$ cat src/rtl/cconv_pkg.sv
// Shared helpers for the cyclic convolution array.
// Assumes a phase value is always smaller than the convolution length.
package cconv_pkg;

    // Sample lane used by element pe while building result index ph: (ph - pe) mod n.
    function automatic int lane_sel(input int ph, input int pe, input int n);
        return (ph + n - (pe % n)) % n;
    endfunction

endpackage

$ cat src/rtl/cconv_ktab.sv
// Fixed multiples table of one kernel coefficient, holding COEF*u for u = 0 .. 2**HW-1.
// It has NPORT ports, and each port reads a low-nibble word and a high-nibble word.
// Assumes COEF is a compile-time constant and the reads are purely combinational.
module cconv_ktab #(
    parameter int CW = 8,
    parameter int HW = 4,
    parameter int NPORT = 2,
    parameter int TW = CW + HW + 1,
    parameter logic signed [CW-1:0] COEF = 8'sd64
) (
    input  logic [2*NPORT-1:0][HW-1:0] rd_addr,
    output logic [2*NPORT-1:0][TW-1:0] rd_word
);
    localparam int DEPTH = 1 << HW;
    localparam logic signed [TW-1:0] CX = TW'(COEF);

    logic signed [TW-1:0] tbl [DEPTH];

    // Table contents: each entry is the coefficient times its address.
    for (genvar u = 0; u < DEPTH; u++) begin : g_ent
        localparam logic signed [TW-1:0] UV = TW'(u);
        assign tbl[u] = CX * UV;
    end

    // Read ports: two half-operand reads for each logical port.
    for (genvar r = 0; r < 2*NPORT; r++) begin : g_rd
        assign rd_word[r] = tbl[rd_addr[r]];
    end
endmodule

$ cat src/rtl/cconv_head.sv
// Array entry stage. It captures a block for both streams and issues phases 0..NPE-1,
// one phase per cycle. A block offered while a phase window is still open is dropped.
// Assumes the surrounding logic offers blocks no more often than it needs.
module cconv_head #(
    parameter int NPE = 3,
    parameter int XW = 8,
    parameter int PW = 2
) (
    input  logic                 clk,
    input  logic                 rst_n,
    input  logic                 in_valid,
    input  logic [NPE*XW-1:0]    in_a,
    input  logic [NPE*XW-1:0]    in_b,
    output logic                 h_vld,
    output logic [PW-1:0]        h_ph,
    output logic [NPE*XW-1:0]    h_a,
    output logic [NPE*XW-1:0]    h_b
);
    localparam logic [PW-1:0] LAST = PW'(NPE - 1);

    logic busy;
    logic accept;

    // Window state: a block is in flight until its last phase has been issued.
    assign busy   = h_vld && (h_ph != LAST);
    assign accept = in_valid && !busy;

    // Capture a new block, step the phase, or go idle.
    always_ff @(posedge clk) begin
        if (!rst_n) begin
            h_vld <= 1'b0;
            h_ph  <= '0;
            h_a   <= '0;
            h_b   <= '0;
        end else if (accept) begin
            h_vld <= 1'b1;
            h_ph  <= '0;
            h_a   <= in_a;
            h_b   <= in_b;
        end else if (busy) begin
            h_ph  <= h_ph + PW'(1);
        end else begin
            h_vld <= 1'b0;
        end
    end

    // an open window always advances and is never restarted by an early block.
    a_r7_window_holds: assert property (@(posedge clk) disable iff (!rst_n)
        (h_vld && h_ph != LAST) |=> (h_vld && h_ph == $past(h_ph) + PW'(1)));

    // an offer with no open window starts a fresh window at phase 0.
    a_r6_accept_starts: assert property (@(posedge clk) disable iff (!rst_n)
        (in_valid && !(h_vld && h_ph != LAST)) |=> (h_vld && h_ph == '0));
endmodule

$ cat src/rtl/cconv_pe.sv
// One processing element. It holds coefficient COEF and adds COEF*x to the passing
// partial sum for each stream. Here x is the sample in lane (phase - PE_IDX) mod NPE of
// the passing block. Each product comes from the nibble-split table; the high nibble is
// corrected when its sign bit is set. The block, the phase and both sums advance one stage
// per cycle. Assumes XW is even.
module cconv_pe
    import cconv_pkg::*;
#(
    parameter int NPE = 3,
    parameter int XW = 8,
    parameter int CW = 8,
    parameter int SW = 18,
    parameter int PW = 2,
    parameter int PE_IDX = 0,
    parameter logic signed [CW-1:0] COEF = 8'sd64
) (
    input  logic                  clk,
    input  logic                  rst_n,
    input  logic                  i_vld,
    input  logic [PW-1:0]         i_ph,
    input  logic [NPE*XW-1:0]     i_a,
    input  logic [NPE*XW-1:0]     i_b,
    input  logic signed [SW-1:0]  i_sa,
    input  logic signed [SW-1:0]  i_sb,
    output logic                  o_vld,
    output logic [PW-1:0]         o_ph,
    output logic [NPE*XW-1:0]     o_a,
    output logic [NPE*XW-1:0]     o_b,
    output logic signed [SW-1:0]  o_sa,
    output logic signed [SW-1:0]  o_sb
);
    localparam int HW  = XW / 2;
    localparam int TW  = CW + HW + 1;
    localparam int PRW = CW + XW;
    localparam logic signed [PRW-1:0] CXP = PRW'(COEF);

    int lane;
    logic signed [XW-1:0]  xa, xb;
    logic [3:0][HW-1:0]    addr;
    logic [3:0][TW-1:0]    word;
    logic signed [PRW-1:0] prod_a, prod_b;

    // Join a low-nibble word and a high-nibble word into the full product.
    function automatic logic signed [PRW-1:0] join_halves(
        input logic [TW-1:0] lo_w, input logic [TW-1:0] hi_w, input logic neg);
        logic signed [PRW-1:0] hi_e;
        hi_e = PRW'($signed(hi_w)) - (neg ? (CXP <<< HW) : PRW'(0));
        return (hi_e <<< HW) + PRW'($signed(lo_w));
    endfunction

    // Choose this element's sample lane for the result index being built.
    always_comb begin
        lane = lane_sel(int'(i_ph), PE_IDX, NPE);
        xa   = i_a[lane*XW +: XW];
        xb   = i_b[lane*XW +: XW];
        addr = {xb[XW-1:HW], xb[HW-1:0], xa[XW-1:HW], xa[HW-1:0]};
    end

    cconv_ktab #(.CW(CW), .HW(HW), .NPORT(2), .TW(TW), .COEF(COEF)) ktab_i (
        .rd_addr (addr),
        .rd_word (word)
    );

    // Product assembly for each stream from its two table words.
    always_comb begin
        prod_a = join_halves(word[0], word[1], xa[XW-1]);
        prod_b = join_halves(word[2], word[3], xb[XW-1]);
    end

    // Stage register: pass the block and phase on, and accumulate into the moving sums.
    always_ff @(posedge clk) begin
        if (!rst_n) begin
            o_vld <= 1'b0;
            o_ph  <= '0;
            o_a   <= '0;
            o_b   <= '0;
            o_sa  <= '0;
            o_sb  <= '0;
        end else begin
            o_vld <= i_vld;
            o_ph  <= i_ph;
            o_a   <= i_a;
            o_b   <= i_b;
            o_sa  <= i_vld ? i_sa + SW'(prod_a) : '0;
            o_sb  <= i_vld ? i_sb + SW'(prod_b) : '0;
        end
    end

    // the split lookup matches a direct signed multiply on both ports.
    a_r9_split_product_a: assert property (@(posedge clk) disable iff (!rst_n)
        i_vld |-> (prod_a == PRW'(xa) * CXP));
    a_r9_split_product_b: assert property (@(posedge clk) disable iff (!rst_n)
        i_vld |-> (prod_b == PRW'(xb) * CXP));

    // phases leave each stage in ascending order on consecutive cycles.
    a_r5_phase_step: assert property (@(posedge clk) disable iff (!rst_n)
        (o_vld && o_ph != PW'(NPE - 1)) |=> (o_vld && o_ph == $past(o_ph) + PW'(1)));

    // valid sums keep a spare sign bit, so no wrap occurs.
    a_r8_sum_headroom: assert property (@(posedge clk) disable iff (!rst_n)
        o_vld |-> (o_sa[SW-1] == o_sa[SW-2] && o_sb[SW-1] == o_sb[SW-2]));
endmodule

$ cat src/rtl/rom_cconv_array.sv
// Linear array of (TLEN-1)/2 elements that computes two length-(TLEN-1)/2 cyclic
// convolutions with one fixed kernel. Element j holds KERNEL[j]. Results leave the last
// element in index order, and the first result follows the accepted block by NPE cycles.
// Assumes TLEN is an odd prime and that the caller reads each result when out_valid is high.
module rom_cconv_array #(
    parameter int TLEN = 7,
    parameter int XW = 8,
    parameter int CW = 8,
    parameter int SW = 18,
    parameter logic [((TLEN-1)/2)*CW-1:0] KERNEL = {-8'sd115, -8'sd28, 8'sd80}
) (
    input  logic                             clk,
    input  logic                             rst_n,
    input  logic                             blk_valid,
    input  logic [((TLEN-1)/2)*XW-1:0]       blk_a,
    input  logic [((TLEN-1)/2)*XW-1:0]       blk_b,
    output logic                             out_valid,
    output logic [$clog2((TLEN-1)/2)-1:0]    out_idx,
    output logic [SW-1:0]                    out_a,
    output logic [SW-1:0]                    out_b
);
    localparam int NPE = (TLEN - 1) / 2;
    localparam int PW  = $clog2(NPE);

    logic                     st_vld [NPE+1];
    logic [PW-1:0]            st_ph  [NPE+1];
    logic [NPE*XW-1:0]        st_a   [NPE+1];
    logic [NPE*XW-1:0]        st_b   [NPE+1];
    logic signed [SW-1:0]     st_sa  [NPE+1];
    logic signed [SW-1:0]     st_sb  [NPE+1];

    cconv_head #(.NPE(NPE), .XW(XW), .PW(PW)) head_i (
        .clk      (clk),
        .rst_n    (rst_n),
        .in_valid (blk_valid),
        .in_a     (blk_a),
        .in_b     (blk_b),
        .h_vld    (st_vld[0]),
        .h_ph     (st_ph[0]),
        .h_a      (st_a[0]),
        .h_b      (st_b[0])
    );

    // Sums enter the first element empty.
    assign st_sa[0] = '0;
    assign st_sb[0] = '0;

    for (genvar j = 0; j < NPE; j++) begin : g_pe
        cconv_pe #(
            .NPE(NPE), .XW(XW), .CW(CW), .SW(SW), .PW(PW),
            .PE_IDX(j), .COEF(KERNEL[j*CW +: CW])
        ) pe_i (
            .clk   (clk),
            .rst_n (rst_n),
            .i_vld (st_vld[j]),
            .i_ph  (st_ph[j]),
            .i_a   (st_a[j]),
            .i_b   (st_b[j]),
            .i_sa  (st_sa[j]),
            .i_sb  (st_sb[j]),
            .o_vld (st_vld[j+1]),
            .o_ph  (st_ph[j+1]),
            .o_a   (st_a[j+1]),
            .o_b   (st_b[j+1]),
            .o_sa  (st_sa[j+1]),
            .o_sb  (st_sb[j+1])
        );
    end

    // Results are the last element's registers.
    assign out_valid = st_vld[NPE];
    assign out_idx   = st_ph[NPE];
    assign out_a     = st_sa[NPE];
    assign out_b     = st_sb[NPE];
endmodule

$ cat config.mk
export PLATFORM = sky130hd
export DESIGN_NAME = rom_cconv_array
export DESIGN_NICKNAME = d
export VERILOG_FILES = /design/src/rtl/cconv_pkg.sv /design/src/rtl/cconv_ktab.sv /design/src/rtl/cconv_head.sv /design/src/rtl/cconv_pe.sv /design/src/rtl/rom_cconv_array.sv
export SDC_FILE = /design/constraint.sdc
export NUM_CORES = 1
export LEC_CHECK = 0
export ABC_CLOCK_PERIOD_IN_PS = 15480
export BUFFER_PORTS_ARGS = -buffer_cell sky130_fd_sc_hd__buf_2
export CORE_MARGIN = 2
export CORE_UTILIZATION = 60
export CTS_CLUSTER_SIZE = 40
export DETAILED_ROUTE_END_ITERATION = 10
export PLACE_DENSITY = 0.85
export SLEW_MARGIN = 20
export SYNTH_ARGS = -nofsm -noshare
export SYNTH_HDL_FRONTEND = slang
export SYNTH_HIERARCHICAL = 1
export SYNTH_SLANG_ARGS = --single-unit
$ cat constraint.sdc
create_clock -name clk -period 15.48 [get_ports clk]
set_input_delay 0.774 -clock clk [delete_from_list [all_inputs] [get_ports clk]]
set_output_delay 0.774 -clock clk [all_outputs]
set_load 0.02 [all_outputs]
# Word-level counts from Yosys, hierarchy flattened
# Memory sizes are Yosys's and may differ from the RTL's.
# Index checks and enable logic that the tools add are counted.
dict set report op_classes {
  div_mod_pow 3
  n_shift 6
  mux 32
  bitwise 13
  addsub 22
  n_lt_le_gt_ge 12
  n_reduce_logical 7
  n_eq_ne 2
}
# operator count
set ops {}
lappend ops {{two-way mux 12 bit} 16}
lappend ops {{indexed part select 24 x 32 -> 8 bit} 6}
lappend ops {{two-way mux 13 bit} 12}
lappend ops {{adder 16 x 13 -> 16 bit} 6}
lappend ops {{remainder unit 32 x 3 -> 32 bit, second input constant} 3}
lappend ops {{subtractor 12 bit} 6}
lappend ops {{>= comparator 5 bit, second input constant} 12}
lappend ops {{NOT 4 -> 5 bit} 12}
lappend ops {{adder 18 bit} 2}
lappend ops {{adder 16 x 16 -> 17 bit} 2}
lappend ops {{subtractor 32 x 2 -> 32 bit, second input constant} 1}
lappend ops {{subtractor 32 x 3 -> 32 bit, second input constant} 1}
lappend ops {{two-way mux 11 bit} 2}
lappend ops {{adder 2 x 2 -> 3 bit, second input constant} 3}
lappend ops {{AND reduction 2 bit} 3}
lappend ops {{!= test 2 bit, second input constant} 2}
lappend ops {{adder 2 x 1 -> 2 bit, second input constant} 1}
lappend ops {{logical AND 1 bit} 2}
lappend ops {{two-way mux 1 bit} 2}
lappend ops {{OR reduction 2 bit} 1}
lappend ops {{zero test 1 bit} 1}
lappend ops {{NOT 1 bit} 1}
dict set report word_totals {
  mem_bits_ro 2496
  register_bits 260
  n_memories 12
  elab_cells 129
}
# memory depth width read_ports rd_ports_with_merged_regs write_ports line
set memory_table {}
lappend memory_table {{(no name shown)} 16 13 1 0 0 cconv_ktab.sv:27} ;# assign rd_word[r] = tbl[rd_addr[r]];
lappend memory_table {{(no name shown)} 16 13 1 0 0 cconv_ktab.sv:27}
lappend memory_table {{(no name shown)} 16 13 1 0 0 cconv_ktab.sv:27}
lappend memory_table {{(no name shown)} 16 13 1 0 0 cconv_ktab.sv:27}
lappend memory_table {{(no name shown)} 16 13 1 0 0 cconv_ktab.sv:27}
lappend memory_table {{(no name shown)} 16 13 1 0 0 cconv_ktab.sv:27}
lappend memory_table {{+6 memories} - - - - - -}

# Longest topological paths before layout
dict set report logic_depth {
  ltp_word 11
  mapped_depth 34
  mapped_depth_nobuf 32
}

# By module
# The synthesis kept the hierarchy.
# module cells_per_inst area_per_inst_um2 n_inst seq_area_each_um2
set modules_own_cells {}
lappend modules_own_cells {{cconv_pe (g_pe[2].pe_i)} 651 5694.2 1 1741.7}
lappend modules_own_cells {{cconv_pe (g_pe[1].pe_i)} 624 5510.3 1 1741.7}
lappend modules_own_cells {{cconv_pe (g_pe[0].pe_i)} 593 5321.4 1 1741.7}
lappend modules_own_cells {cconv_head 224 2074.5 1 1021.0}
lappend modules_own_cells {{cconv_ktab (g_pe[2].pe_i.ktab_i)} 146 1212.4 1 0.0}
lappend modules_own_cells {{cconv_ktab (g_pe[0].pe_i.ktab_i)} 93 732.0 1 0.0}
lappend modules_own_cells {{cconv_ktab (g_pe[1].pe_i.ktab_i)} 94 698.2 1 0.0}
lappend modules_own_cells {rom_cconv_array 1 3.8 1 0.0}

# Least setup slack after synthesis
# OpenSTA, ideal clock, no wires.
dict set report synth_timing {
  kind {reg2reg}
  start {reg g_pe[1].pe_i.o_ph[0]}
  end {reg g_pe[2].pe_i.o_sb[14]}
  slack_ns 9.216
  arrival_ns 6.137
  required_time_ns 15.352
  path_stages_with_launch 29
  n_path_buf 2
  cell_sequence {dfxtp_1 > inv_1 > ha_1 > buf_6 > buf_1 > mux2i_1 > nor2_1 > a21oi_1 > nor2_1 > inv_1 > ha_1 > inv_1 > mux4_2 > ha_1 > fa_1 > a21o_1 > a21oi_1 > o21bai_1 > a2111oi_2 > nor2_1 > xnor2_1 > ha_1 > a41o_1 > a21oi_1 > a21boi_0 > o21ai_1 > a21oi_1 > xor2_1 > nor2_1}
}
# element line
set synth_lines {}
lappend synth_lines {{start: declaration} cconv_pe.sv:26} ;# output logic [PW-1:0] o_ph,
lappend synth_lines {{start signal: assignment} cconv_pe.sv:81} ;# o_ph <= i_ph;
lappend synth_lines {{end signal: assignment} cconv_pe.sv:85} ;# o_sb <= i_vld ? i_sb + SW'(prod_b) : '0;
lappend synth_lines {{end: declaration} cconv_pe.sv:30} ;# output logic signed [SW-1:0] o_sb

==> impl_metrics.toml <==
[routing]
drt_iter0_markers = 823
top_layer_used = "met4"
vias = 15822
drt_first_pass_iters = 5
wl_met2_um = 20900
drcViolationCount = 0
routed_wl_um = 43380
viasPerCell = 5.575
wl_per_cell_um = 15.28
route.met3.wl_um = 1566
wl_met1_um = 19380
antenna_left = 0

[pwr]
p_leak_nw = 10.11
peakVddDrop_mv = 0.1191
powerDensity_mw_per_mm2 = 105.0

[clock_tree]
cts_root_buf = "clkbuf_16"
hold_buffers = 0
cts-htree-levels = 1
cts_setup_buffers = 0
clkLatencyLatePin_ns = 0.57
clk_pin_slew_ns = 0.06
cts_tree = "done"
clockBufferDepth = 3
numCtsBuffers = 28
post_cts_resized = 0
cts_sinks = 264

[layout]
area_delta_synth_final_pct = 6.517
final_common_cell = "dfxtp_1"
final_nets = 2687
final_cells = 2838
final_layout_size_suffix_gt1_share_pct = 8.514
final_cell_mix = "dfxtp_1, ha_1, nor2_1"
diodes = 0

[placement]
hpwl_um = 33410
io_buffer_count = 89
place_inst = 2788
gp_congestion = 0.9120

[floorplan]
start_util_pct = 61.10
num_io_pins = 90
fp.dieH_um = 186.3
die-width_um = 186.3
core.rowCount = 66
coreArea_mm2 = 0.03262
die-area_mm2 = 0.03469

[grt]
antenna_found_initial = 0
grt_usage_pct = 25.33
grt_first_pass_wirelength_um = 72560
grt_start_max_net_pins = 109
first_global_vias = 15481
grt-ovfl-total = 0

[setup_path]
worst_path_most_repeated_cell = "ha_1"
required_ns = 15.90
worstSetupStartpointType = "flip-flop"
slowest_delay_ns = 0.93
worstReg2RegEnd = "g_pe[2].pe_i/o_sa[17]"
cp_max_fo = 18
path_class = "reg2reg"
reg2reg_from = "g_pe[1].pe_i/o_ph[0]"
cp_top_family = "adder cells"
crit_cells = 26
ff2ff_setup_slack_ns = 7.70
crit_path_end_kind = "flip-flop"
cp.arrival_ns = 8.19
path_buf_inv = 3
reg2regPathDepth = 26
critPathSlowestCell = "ha_1"

[status]
status = "complete, no violations"

[min_path]
worstHoldStart = "blk_b[20]"
min_to = "head_i/h_b[20]"
hold_path_depth = 3
worst_hold_path_type = "in2reg"

[sta]
setup_viol = 0
report.final.slew_viol_count = 0
post-route-min-period_ns = 7.776
max_freq_mhz = 128.6
grt_setup_unrepaired = "no"
finalSetupTns_ns = 0
hold_violations = 0
slew_headroom_pct = 33.89
post-route-period-util_pct = 50.23
tightest_slew_ns = 0.9879
fin_skew_ns = 0.04227

[yosys]
syn_avg_cell_area_um2 = 8.586
netlist_area_mm2 = 0.01993
yosysWarningCount = 6
syn_inst = 2321

[run]
drv_cap = 0
==> worst reg2reg max path, cell delays in order, from the launching register on <==
cell       delay [ns]
dfxtp_1          0.40
inv_1            0.08
ha_1             0.93
nand2_1          0.12
and3_4           0.23
nor2_1           0.76
nor2_1           0.40
inv_1            0.24
ha_1             0.21
inv_1            0.07
mux4_2           0.45
ha_1             0.26
fa_1             0.41
a21o_1           0.18
a21oi_1          0.23
o21bai_1         0.13
a2111oi_2        0.42
o31ai_1          0.12
a21oi_1          0.19
xnor2_1          0.18
ha_1             0.35
a21oi_1          0.16
o22ai_1          0.11
or3_1            0.36
a221oi_1         0.27
nor3_1           0.09
mux2_1           0.31
==> where the power goes <==
| group | internal, W | switching (W) | leakage, nW |
|---|---|---|---|
| clock | 0.000367 | 0.000274 | 0.426 |
| combinational | 0.000373 | 0.000475 | 7.54 |
| sequential | 0.000717 | 0.0000225 | 2.15 |
==> worst max-delay path by stage <==
stage                          from                     to  slack (ns)
6_report       g_pe[1].pe_i/o_ph[0]  g_pe[2].pe_i/o_sa[17]        7.70
2_1_floorplan  g_pe[1].pe_i/o_ph[0]  g_pe[2].pe_i/o_sb[14]        9.22
3_5_place_dp   g_pe[1].pe_i/o_ph[0]  g_pe[2].pe_i/o_sa[17]        7.74
3_3_place_gp   g_pe[1].pe_i/o_ph[0]  g_pe[2].pe_i/o_sa[17]        7.95
5_1_grt        g_pe[1].pe_i/o_ph[0]  g_pe[2].pe_i/o_sa[17]        6.94
4_1_cts        g_pe[1].pe_i/o_ph[0]  g_pe[2].pe_i/o_sa[17]        7.69
==> flip-flops by register name, indices dropped and copies added (netlist names) <==
name             flops
head_i/h_b          24
head_i/h_a          24
g_pe.pe_i/o_sb      54
g_pe.pe_i/o_ph       6
g_pe.pe_i/o_vld      3
g_pe.pe_i/o_b       48
head_i/h_ph          2
g_pe.pe_i/o_sa      54
g_pe.pe_i/o_a       48
head_i/h_vld         1
==> layer usage <==
metal / up-vias / track usage (%)
li1: 8010 / -
met1: 7390 / 31.30
met2: 331 / 45.80
met3: 91 / 2.395
met4: 0 / 9.197
met5: - / 0
==> layout make-up <==
class                   count  area [um^2]
clock buffers              37        764.5
inverters                 130        493.0
fillers                  2622        11390
repair buffers             98        515.5
flip-flops and latches    264         5285
well taps                 442        553.0
multi-input cells        1854        13480
clock inverters            13        137.6
==> per-stage QoR <==
stage               setup slack, ns  utilization (%)  power, W  instance area (um^2)  hold WS [ns]
floorplan                     9.216                -  0.001442                 20180        0.4238
global placement              7.950            62.31  0.001546                 20320        0.4361
detailed placement            7.739            62.31  0.001568                 20320        0.4450
CTS                           7.690            65.07  0.002215                 21230        0.4285
global route                  6.939            65.08  0.002364                 21230        0.4452
finish                        7.704            65.08  0.002228                 21230        0.4457
Power figures use the tool's default switching activity.
